==> src/rtl/apd_pkg.sv <==
`timescale 1ns/1ps
package apd_pkg;

    typedef enum logic [2:0] {
        TGT_MEM_COH   = 3'd0,
        TGT_MEM_NC    = 3'd1,
        TGT_PCIE      = 3'd2,
        TGT_CFG       = 3'd3,
        TGT_INTREG    = 3'd4,
        TGT_INTBUS    = 3'd5,
        TGT_HUB       = 3'd6,
        TGT_HUB_ABORT = 3'd7
    } tgt_e;

    typedef enum logic {
        ST_EMPTY = 1'b0,
        ST_FULL  = 1'b1
    } slot_state_e;

endpackage

==> src/rtl/apd_window_bank.sv <==
`timescale 1ns/1ps
module apd_window_bank #(
    parameter int ADDR_W = 40,
    parameter int NPORT  = 4,
    parameter int PORT_W = 2
) (
    input  logic [ADDR_W-1:0]       addr,
    input  logic [NPORT*ADDR_W-1:0] mmio_base,
    input  logic [NPORT*ADDR_W-1:0] mmio_limit,
    input  logic [NPORT*ADDR_W-1:0] pf_base,
    input  logic [NPORT*ADDR_W-1:0] pf_limit,
    output logic                    hit,
    output logic [PORT_W-1:0]       port
);

    logic [NPORT-1:0] port_hit;

    generate
        for (genvar p = 0; p < NPORT; p++) begin : g_port
            logic [ADDR_W-1:0] mb, ml, pb, pl;
            logic              in_mmio, in_pf;
            assign mb = mmio_base [p*ADDR_W +: ADDR_W];
            assign ml = mmio_limit[p*ADDR_W +: ADDR_W];
            assign pb = pf_base   [p*ADDR_W +: ADDR_W];
            assign pl = pf_limit  [p*ADDR_W +: ADDR_W];
            assign in_mmio = (addr >= mb) && (addr <= ml);
            assign in_pf   = (addr >= pb) && (addr <= pl);
            assign port_hit[p] = in_mmio || in_pf;
        end
    endgenerate

    // lowest-numbered matching port wins
    always_comb begin
        hit  = |port_hit;
        port = '0;
        for (int p = NPORT - 1; p >= 0; p--) begin
            if (port_hit[p]) begin
                port = PORT_W'(p);
            end
        end
    end

endmodule

==> src/rtl/apd_mem_decode.sv <==
`timescale 1ns/1ps
module apd_mem_decode #(
    parameter int ADDR_W = 40
) (
    input  logic [ADDR_W-1:0] addr,
    input  logic              write,
    input  logic [1:0]        shadow_attr,
    input  logic [ADDR_W-1:0] tolm,
    input  logic [ADDR_W-1:0] himem_limit,
    output logic              hit,
    output apd_pkg::tgt_e     tgt
);
    import apd_pkg::*;

    localparam logic [ADDR_W-1:0] SHADOW_LO = ADDR_W'(64'h0_000E_0000);
    localparam logic [ADDR_W-1:0] SHADOW_HI = ADDR_W'(64'h0_000F_FFFF);
    localparam logic [ADDR_W-1:0] LOWMEM_LO = ADDR_W'(64'h0_0010_0000);
    localparam logic [ADDR_W-1:0] HIMEM_LO  = ADDR_W'(64'h1_0000_0000);

    logic in_shadow, in_low, in_high, shadow_to_mem;

    assign in_shadow = (addr >= SHADOW_LO) && (addr <= SHADOW_HI);
    assign in_low    = (addr >= LOWMEM_LO) && (addr < tolm);
    assign in_high   = (addr >= HIMEM_LO)  && (addr <= himem_limit);
    // bit 1 enables memory for writes, bit 0 for reads
    assign shadow_to_mem = write ? shadow_attr[1] : shadow_attr[0];

    always_comb begin
        hit = 1'b1;
        tgt = TGT_HUB;
        if (in_shadow) begin
            tgt = shadow_to_mem ? TGT_MEM_NC : TGT_HUB;
        end else if (in_low || in_high) begin
            tgt = TGT_MEM_COH;
        end else begin
            hit = 1'b0;
        end
    end

endmodule

==> src/rtl/apd_fixed_decode.sv <==
`timescale 1ns/1ps
module apd_fixed_decode #(
    parameter int          ADDR_W   = 40,
    parameter int          PORT_W   = 2,
    parameter int unsigned REG_SPAN = 32'h0001_0000
) (
    input  logic [ADDR_W-1:0] addr,
    input  logic              intr,
    input  logic [PORT_W-1:0] ioapic_port,
    input  logic              ioapic_to_hub,
    output logic              hit,
    output apd_pkg::tgt_e     tgt,
    output logic [PORT_W-1:0] port
);
    import apd_pkg::*;

    localparam logic [ADDR_W-1:0] FIX_LO    = ADDR_W'(64'hFE00_0000);
    localparam logic [ADDR_W-1:0] FIX_HI    = ADDR_W'(64'hFFFF_FFFF);
    localparam logic [ADDR_W-1:0] REGS_HI   = ADDR_W'(64'hFEBF_FFFF);
    localparam logic [ADDR_W-1:0] IOAPIC_LO = ADDR_W'(64'hFEC0_0000);
    localparam logic [ADDR_W-1:0] IOAPIC_HI = ADDR_W'(64'hFEC8_FFFF);
    localparam logic [ADDR_W-1:0] INTR_LO   = ADDR_W'(64'hFEE0_0000);
    localparam logic [ADDR_W-1:0] INTR_HI   = ADDR_W'(64'hFEEF_FFFF);
    localparam logic [ADDR_W-1:0] REG_SPAN_A = ADDR_W'(REG_SPAN);

    logic [ADDR_W-1:0] reg_offset;
    logic in_regs, in_ioapic, in_intr;

    assign hit        = (addr >= FIX_LO) && (addr <= FIX_HI);
    assign reg_offset = addr - FIX_LO;
    assign in_regs    = hit && (addr <= REGS_HI);
    assign in_ioapic  = (addr >= IOAPIC_LO) && (addr <= IOAPIC_HI);
    assign in_intr    = (addr >= INTR_LO) && (addr <= INTR_HI);

    always_comb begin
        tgt  = TGT_HUB;
        port = '0;
        if (in_regs) begin
            tgt = (reg_offset < REG_SPAN_A) ? TGT_INTREG : TGT_HUB_ABORT;
        end else if (in_ioapic) begin
            if (!ioapic_to_hub) begin
                tgt  = TGT_PCIE;
                port = ioapic_port;
            end
        end else if (in_intr) begin
            tgt = intr ? TGT_INTBUS : TGT_HUB_ABORT;
        end
    end

endmodule

==> src/rtl/proc_addr_router.sv <==
`timescale 1ns/1ps
module proc_addr_router #(
    parameter int          ADDR_W        = 40,
    parameter int          NPORT         = 4,
    parameter int          PORT_W        = 2,
    parameter int          CFG_SPAN_LOG2 = 28,
    parameter int unsigned REG_SPAN      = 32'h0001_0000
) (
    input  logic                    clk,
    input  logic                    rst_n,
    input  logic                    req_valid,
    output logic                    req_ready,
    input  logic [ADDR_W-1:0]       req_addr,
    input  logic                    req_write,
    input  logic                    req_intr,
    input  logic [ADDR_W-1:0]       cfg_tolm,
    input  logic [ADDR_W-1:0]       cfg_ecfg_base,
    input  logic [ADDR_W-1:0]       cfg_himem_limit,
    input  logic [1:0]              cfg_shadow_attr,
    input  logic [NPORT*ADDR_W-1:0] cfg_mmio_base,
    input  logic [NPORT*ADDR_W-1:0] cfg_mmio_limit,
    input  logic [NPORT*ADDR_W-1:0] cfg_pf_base,
    input  logic [NPORT*ADDR_W-1:0] cfg_pf_limit,
    input  logic [PORT_W-1:0]       cfg_ioapic_port,
    input  logic                    cfg_ioapic_to_hub,
    output logic                    rsp_valid,
    input  logic                    rsp_ready,
    output logic [2:0]              rsp_target,
    output logic [PORT_W-1:0]       rsp_port
);
    import apd_pkg::*;

    localparam logic [ADDR_W:0]   CFG_SPAN  = (ADDR_W+1)'(1) << CFG_SPAN_LOG2;
    localparam logic [ADDR_W-1:0] FOUR_GB   = ADDR_W'(64'h1_0000_0000);

    // ---------------- region decoders ----------------
    logic              fix_hit, mem_hit, win_hit;
    tgt_e              fix_tgt, mem_tgt;
    logic [PORT_W-1:0] fix_port, win_port;

    apd_fixed_decode #(.ADDR_W(ADDR_W), .PORT_W(PORT_W), .REG_SPAN(REG_SPAN)) u_fixed (
        .addr(req_addr), .intr(req_intr), .ioapic_port(cfg_ioapic_port),
        .ioapic_to_hub(cfg_ioapic_to_hub), .hit(fix_hit), .tgt(fix_tgt), .port(fix_port)
    );

    apd_mem_decode #(.ADDR_W(ADDR_W)) u_mem (
        .addr(req_addr), .write(req_write), .shadow_attr(cfg_shadow_attr),
        .tolm(cfg_tolm), .himem_limit(cfg_himem_limit), .hit(mem_hit), .tgt(mem_tgt)
    );

    apd_window_bank #(.ADDR_W(ADDR_W), .NPORT(NPORT), .PORT_W(PORT_W)) u_win (
        .addr(req_addr), .mmio_base(cfg_mmio_base), .mmio_limit(cfg_mmio_limit),
        .pf_base(cfg_pf_base), .pf_limit(cfg_pf_limit), .hit(win_hit), .port(win_port)
    );

    logic in_cfg, in_low_mmio;
    assign in_cfg      = (req_addr >= cfg_ecfg_base) &&
                         ({1'b0, req_addr} < ({1'b0, cfg_ecfg_base} + CFG_SPAN));
    assign in_low_mmio = (req_addr >= cfg_tolm) && (req_addr < FOUR_GB);

    // fixed priority merge
    tgt_e              dec_tgt;
    logic [PORT_W-1:0] dec_port;
    always_comb begin
        dec_port = '0;
        if (in_cfg) begin
            dec_tgt = TGT_CFG;
        end else if (fix_hit) begin
            dec_tgt  = fix_tgt;
            dec_port = fix_port;
        end else if (mem_hit) begin
            dec_tgt = mem_tgt;
        end else if (win_hit) begin
            dec_tgt  = TGT_PCIE;
            dec_port = win_port;
        end else if (in_low_mmio) begin
            dec_tgt = TGT_HUB_ABORT;
        end else begin
            dec_tgt = TGT_HUB;
        end
    end

    // ---------------- output slot state machine ----------------
    slot_state_e state_q, state_d;
    logic        accept;

    assign req_ready = (state_q == ST_EMPTY) || rsp_ready;
    assign accept    = req_valid && req_ready;

    always_comb begin
        state_d = state_q;
        unique case (state_q)
            ST_EMPTY: if (req_valid)                state_d = ST_FULL;   // LOAD
            ST_FULL:  if (rsp_ready && !req_valid)  state_d = ST_EMPTY;  // DRAIN
                      // REFILL and WAIT stay in ST_FULL
            default:                                state_d = ST_EMPTY;
        endcase
    end

    always_ff @(posedge clk or negedge rst_n) begin
        if (!rst_n) state_q <= ST_EMPTY;
        else        state_q <= state_d;
    end

    tgt_e              tgt_q;
    logic [PORT_W-1:0] port_q;

    always_ff @(posedge clk or negedge rst_n) begin
        if (!rst_n) begin
            tgt_q  <= TGT_HUB;
            port_q <= '0;
        end else if (accept) begin
            tgt_q  <= dec_tgt;
            port_q <= dec_port;
        end
    end

    assign rsp_valid  = (state_q == ST_FULL);
    assign rsp_target = tgt_q;
    assign rsp_port   = port_q;

    // ---------------- assertions ----------------
    assert_result_after_accept_R1: assert property (@(posedge clk) disable iff (!rst_n)
        accept |=> rsp_valid);

    assert_hold_while_stalled_R2: assert property (@(posedge clk) disable iff (!rst_n)
        (rsp_valid && !rsp_ready) |=> (rsp_valid && $stable(rsp_target) && $stable(rsp_port)));

    assert_intbus_needs_intr_R9: assert property (@(posedge clk) disable iff (!rst_n)
        (accept && !req_intr) |=> (rsp_target != 3'(TGT_INTBUS)));

    assert_upper_space_targets_R11: assert property (@(posedge clk) disable iff (!rst_n)
        (accept && (req_addr >= FOUR_GB) && !in_cfg) |=>
        ((rsp_target != 3'(TGT_MEM_NC)) && (rsp_target != 3'(TGT_INTREG)) &&
         (rsp_target != 3'(TGT_INTBUS))));

endmodule

==> config.mk <==
export PLATFORM = sky130hd
export DESIGN_NAME = proc_addr_router
export DESIGN_NICKNAME = d
export VERILOG_FILES = /design/src/rtl/apd_pkg.sv /design/src/rtl/apd_window_bank.sv /design/src/rtl/apd_mem_decode.sv /design/src/rtl/apd_fixed_decode.sv /design/src/rtl/proc_addr_router.sv
export SDC_FILE = /design/constraint.sdc
export NUM_CORES = 1
export LEC_CHECK = 0
export ABC_CLOCK_PERIOD_IN_PS = 1800
export CAP_MARGIN = 20
export CELL_PAD_IN_SITES_DETAIL_PLACEMENT = 0
export CELL_PAD_IN_SITES_GLOBAL_PLACEMENT = 1
export CORE_AREA = 4 4 316 318
export CTS_BUF_LIST = sky130_fd_sc_hd__clkbuf_8
export DETAILED_ROUTE_END_ITERATION = 7
export DIE_AREA = 0 0 320 322
export DONT_BUFFER_PORTS = 1
export GPL_ROUTABILITY_DRIVEN = 0
export GPL_TIMING_DRIVEN = 0
export PLACE_DENSITY_LB_ADDON = 0.1
export SKIP_LAST_GASP = 1
export SLEW_MARGIN = 20
export SYNTH_ARGS = -nofsm -noshare
export SYNTH_HDL_FRONTEND = slang
export SYNTH_SLANG_ARGS = --single-unit
==> constraint.sdc <==
create_clock -name clk -period 1.8 [get_ports clk]
set_input_delay 0.09 -clock clk [delete_from_list [all_inputs] [get_ports clk]]
set_output_delay 0.09 -clock clk [all_outputs]
set_load 0.005 [all_outputs]
Yosys cells after proc, flatten, opt, wreduce, memory -nomap -nowiden --
Cells that the tools add are included.
Storage, ports and cells: register bits 6, output and inout bits 7, bits of input ports 811, word-level logic and storage cells 98
Operators by class: $add $sub $neg 2, order comparisons 34, reduce and logical (&&, ||, !) cells 27, bitwise gates (word level) 1, muxes and demuxes 31
Operators with widths (count):
- 40-bit >= comparator | 10
- 40-bit less-or-equal comparator | 9
- 40-bit by 32-bit less-or-equal comparator with 1-bit output, second input constant | 4
- 40-bit by 32-bit >= comparator with 1-bit output, second input constant | 3
- 40-bit by 29-bit adder with 41-bit output, second input constant | 1
- 40-bit by 41-bit < comparator with 1-bit output | 1
- 40-bit by 20-bit >= comparator with 1-bit output, second input constant | 1
- 40-bit by 21-bit >= comparator with 1-bit output, second input constant | 1
- 40-bit by 33-bit >= comparator with 1-bit output, second input constant | 1
- 40-bit by 20-bit less-or-equal comparator with 1-bit output, second input constant | 1
- 40-bit by 17-bit < comparator with 1-bit output, second input constant | 1
- 40-bit by 33-bit < comparator with 1-bit output, second input constant | 1
- 40-bit < comparator | 1
- 40-bit by 32-bit subtractor with 40-bit output, second input constant | 1
- 3-bit 2-to-1 mux | 11
- 2-bit 2-to-1 mux | 13
- 1-bit logical AND | 19
- 1-bit logical OR | 6
- 1-bit 2-to-1 mux | 6
- 4-bit OR reduction | 1
- 1-bit case mux with 2 select lines | 1
- 1-bit logical NOT | 1
- 1-bit NOT | 1

Logic depth before layout (Yosys ltp) --
depth after elaboration 11, mapped depth 15

Modules after synthesis --
A second synthesis with hierarchy kept.
Second synthesis, totals: cell total of the unflattened synthesis 2943, area total of the unflattened synthesis 21166.6 um^2
Modules (own cells, without submodules):
- apd_window_bank | area an instance 15861.5 um^2, cells each 2218, times used 1
- proc_addr_router | area an instance 2875.3 um^2, cells each 387, times used 1
- apd_mem_decode | area an instance 2097.0 um^2, cells each 296, times used 1
- apd_fixed_decode | area an instance 332.8 um^2, cells each 42, times used 1

Worst setup path after synthesis --
OpenSTA, ideal clock, no wires.
kind input port to flip-flop, start input cfg_ecfg_base[28], end register port_q[0] (netlist: rsp_port[0]), buffers on the path 0, data arrival time 2.638 ns, stages on the path 15, path slack -0.963 ns, setup time 0.125 ns, data required time 1.675 ns, cells stage by stage ha_1 nand4_1 nor4_1 nand3_1 xnor2_1 ha_1 a21o_1 a211oi_1 o21ai_0 a31o_2 nand3_1 o2111ai_1 a21o_2 a31oi_1 o21ai_1
Between the ends: cells in the longest elaborated chain, start to end 4, elaborated cells on any way between the ends 5
Ends and longest elaborated chain:
- start, declared | RTL line proc_addr_router.sv:17 | input logic [ADDR_W-1:0] cfg_ecfg_base,
- 40-bit by 29-bit adder with 41-bit output | RTL line proc_addr_router.sv:58 | ({1'b0, req_addr} < ({1'b0, cfg_ecfg_base} + CFG_SPAN));
- 40-bit by 41-bit < comparator with 1-bit output | RTL line proc_addr_router.sv:58
- 1-bit logical AND * | RTL line proc_addr_router.sv:57 | assign in_cfg = (req_addr >= cfg_ecfg_base) &&
- 2-bit 2-to-1 mux * | RTL line proc_addr_router.sv:66 | if (in_cfg) begin
- end signal, assigned | RTL line proc_addr_router.sv:114 | port_q <= dec_port;
- end, declared | RTL line proc_addr_router.sv:106 | logic [PORT_W-1:0] port_q;
Mark *: on every way between the ends. The rest lies on a longest branch, timed or not. A chain may end at the register's enable or synchronous reset.

Worst setup path in the final report --
start input cfg_pf_limit[115], end register tgt_q[2] (netlist: rsp_target[2])
Between the ends: cells in the longest elaborated chain, start to end 8
Ends and longest elaborated chain:
- start, declared | RTL line proc_addr_router.sv:23 | input logic [NPORT*ADDR_W-1:0] cfg_pf_limit,
- 40-bit less-or-equal comparator | RTL line apd_window_bank.sv:27 | assign in_pf = (addr >= pb) && (addr <= pl);
- 1-bit logical AND | RTL line apd_window_bank.sv:27
- 1-bit logical OR | RTL line apd_window_bank.sv:28 | assign port_hit[p] = in_mmio || in_pf;
- 4-bit OR reduction | RTL line apd_window_bank.sv:34 | hit = |port_hit;
- 3-bit 2-to-1 mux | RTL line proc_addr_router.sv:73 | end else if (win_hit) begin
- 3-bit 2-to-1 mux | RTL line proc_addr_router.sv:71 | end else if (mem_hit) begin
- 3-bit 2-to-1 mux | RTL line proc_addr_router.sv:68 | end else if (fix_hit) begin
- 3-bit 2-to-1 mux | RTL line proc_addr_router.sv:66
- end signal, assigned | RTL line proc_addr_router.sv:113 | tgt_q <= dec_tgt;
- end, declared | RTL line proc_addr_router.sv:105 | tgt_e tgt_q;
Every way passes these cells.

==> summary.txt <==
Status: finished with violations
Failing checks: negative setup slack
R2R depth: 8
Clock sinks: 6
Hold Path Stages: 2
Crit end category: flip-flop
Post-synth ARST share: 100.0%
Pre-CTS setup slack: -2.471 ns
Largest net degree at the start of global routing: 27
P per Cell Area: 214.9 mW/mm2
Unique masters post-synth: 70
Final setup vio count: 5
Initial core utilization: 20.87%
I/O pin count: 818
Ratio of cells with drive above 1 in the final layout: 3.764%
Mapped Area: 0.02015 mm2
Synth area leader: ha_1
Vert. Die Dim: 322 um
Worst VDD drop: 0.0001342 V
Placed cells: 4096
Data required time of the critical path: 1.95 ns
Worst-Margin Slew: 1.157 ns
CTS tree: built
Top post-synthesis cells by area: ha_1, inv_1, a21oi_1, a21o_1, nand4_1
Vias: 20350
DR iter-0 viols: 793
All-Layer GR Usage: 20.19%
Final WL: 110100 um
CP startpoint kind: input pin
Max-Cap Viols: 0
Post-Syn Instances: 2818
Max FO, Critical Path: 3
ANT nets after route: 0
Clock latency on the worst-skew pair: 0.23 ns
Sequential share of the synthesized area: 0.7574%
Final hold viol count: 0
Nets: 4429
Post-synth EDFFs: 0
Area grow syn2layout: 12.05%
Final worst path period need: 2.690 ns
HPWL Detailed: 90740 um
RSZ-0062 raised after global routing: true
Most common cell in the netlist: ha_1
Post-synth top cells: ha_1, inv_1, a21oi_1
Max Freq: 0.3718 GHz
FF+latch count, synth: 6
Clk slew on worst S/H paths: 0.05 ns
TritonRoute pass-1 iters: 5
H-Tree Depth: 1
Port Buffers: 0
R2r setup slk: -0.37 ns
Final Cycle Share: 149.4%
Grt ovf: 0
CTS Buf Count: 3
Final Non-Filler Cells: 4153
Core Rows: 114
Leak: 13.10 nW
DRC: 0
DR WL/cell: 26.50 um
First-pass GRT wire length: 151200 um
Slew Viols, Final: 0
CTS max path bufs: 2
Hold Crit Start: cfg_ioapic_port[0]
Core area: 0.09657 mm2
Worst Hold Class: input pin to flip-flop
Layout Skew: 0.005477 ns
Die W: 320 um
Initial antenna violation count: 41
Ys Warns: 0
Vias in the first global route: 21640
Most used DFF post-synth: dfrtp_1
Worst setup margin: -0.8897 ns
Post-Syn Nets: 4403
Post-synth top area share: 48.05%
Clk root buf: clkbuf_8
Relative slew slack: 22.04%
Avg Inst Size Synth: 7.152 um2
Worst r2r dst: rsp_target[0]
Worst Setup Path Type: input pin to flip-flop
Via density: 4.900
Die area: 0.1030 mm2
Critical R2R Launch: rsp_valid
Critical path arrival: 2.84 ns
WHS Endpoint: rsp_port[0]
-- worst max-delay path by stage --
stage,startpoint,to,slack (ns),cells after the start
after floorplan,cfg_ecfg_base[28],rsp_port[0],-0.77,14
after global placement,cfg_mmio_limit[158],rsp_port[0],-2.58,11
after detailed placement,req_addr[0],rsp_target[2],-2.47,11
after CTS,req_addr[0],rsp_target[2],-1.10,12
after global routing,req_addr[0],rsp_target[2],-1.08,12
final,cfg_pf_limit[115],rsp_target[2],-0.89,11
-- metrics by stage --
step                      util [%]  hold WS, ns  instance area (um2)  setup TNS (ns)  power [mW]
final                        23.38      0.03010                22580          -4.001       4.854
after global routing         23.37      0.03605                22560          -4.794       5.636
after CTS                    23.25      0.02837                22450          -4.663       4.889
after detailed placement     22.62      -0.2053                21840          -10.92       4.438
after global placement       22.57      -0.2053                21790          -11.74       4.244
after floorplan                  -      -0.2056                20190          -3.684       3.285
-- final cells by class --
cell class / instances / area [um2]
tap: 1276 / 1597
inverter: 762 / 2864
timing repair buffer: 21 / 178.9
clock buffer: 3 / 41.29
multi-input combinational: 2050 / 17660
fill: 10920 / 73980
sequential: 6 / 152.6
antenna: 34 / 85.08
clock inverter: 1 / 3.754
-- registers in the layout, indices dropped and copies added (netlist names) --
signal and cells:
rsp_valid 1, rsp_target 3, rsp_port 2
-- report_power, final --
group,switching [mW],internal [mW]
sequential,0.0297,0.159
clock,0.0785,0.148
combinational,2.47,1.96
-- timing repair --
item / CTS / global route
pin swaps: 34 / 25
hold endpoints to repair: 7 / 0
hold buffers: 2 / 0
cloned: 0 / 0
setup endpoints to repair: 5 / 5
setup buffers: 15 / 3
gates resized for setup: 72 / 7
-- kinds of logic (layout without fill, tap and decap cells) --
kind of cell | Yosys count | count (layout) | share of synthesized area, %
compound gates | 678 | 678 | 21.02
xor+xnor | 12 | 12 | 0.5215
fa+ha+maj | 774 | 774 | 48.05
buf+inv | 762 | 787 | 14.19
flops | 6 | 6 | 0.7575
mux | 2 | 2 | 0.09934
other cells | 0 | 34 | 0
simple gates | 584 | 584 | 15.36
-- worst max-delay path: stages --
cell and delay [ns]:
inv_1 0.02, ha_1 0.31, nand4_1 0.20, nor4_4 0.58, nand3_1 0.27, a21oi_1 0.29
a211oi_1 0.13, a2bb2oi_4 0.26, a2111oi_4 0.35, nand3_1 0.16, a41oi_2 0.17
-- routing by layer --
metal / GRT usage, % / wire [um]
met4: 6.546 / 2695
met1: 23.77 / 45640
met3: 5.284 / 7499
met2: 35.63 / 54100
met5: 0 / 138
-- layout by cell type (no fill, tap or decap), types with 21 or more instances in the layout --
cell type  count
nand4_1      151
ha_1         770
a21oi_1      276
nand2_1      136
nor2_1        67
o21ai_0       99
inv_1        761
a21o_1       126
a211oi_1      21
nand3_1       69
diode_2       34
nor3_1        33
nor2b_1       26
(Power assumes the default switching activity.)
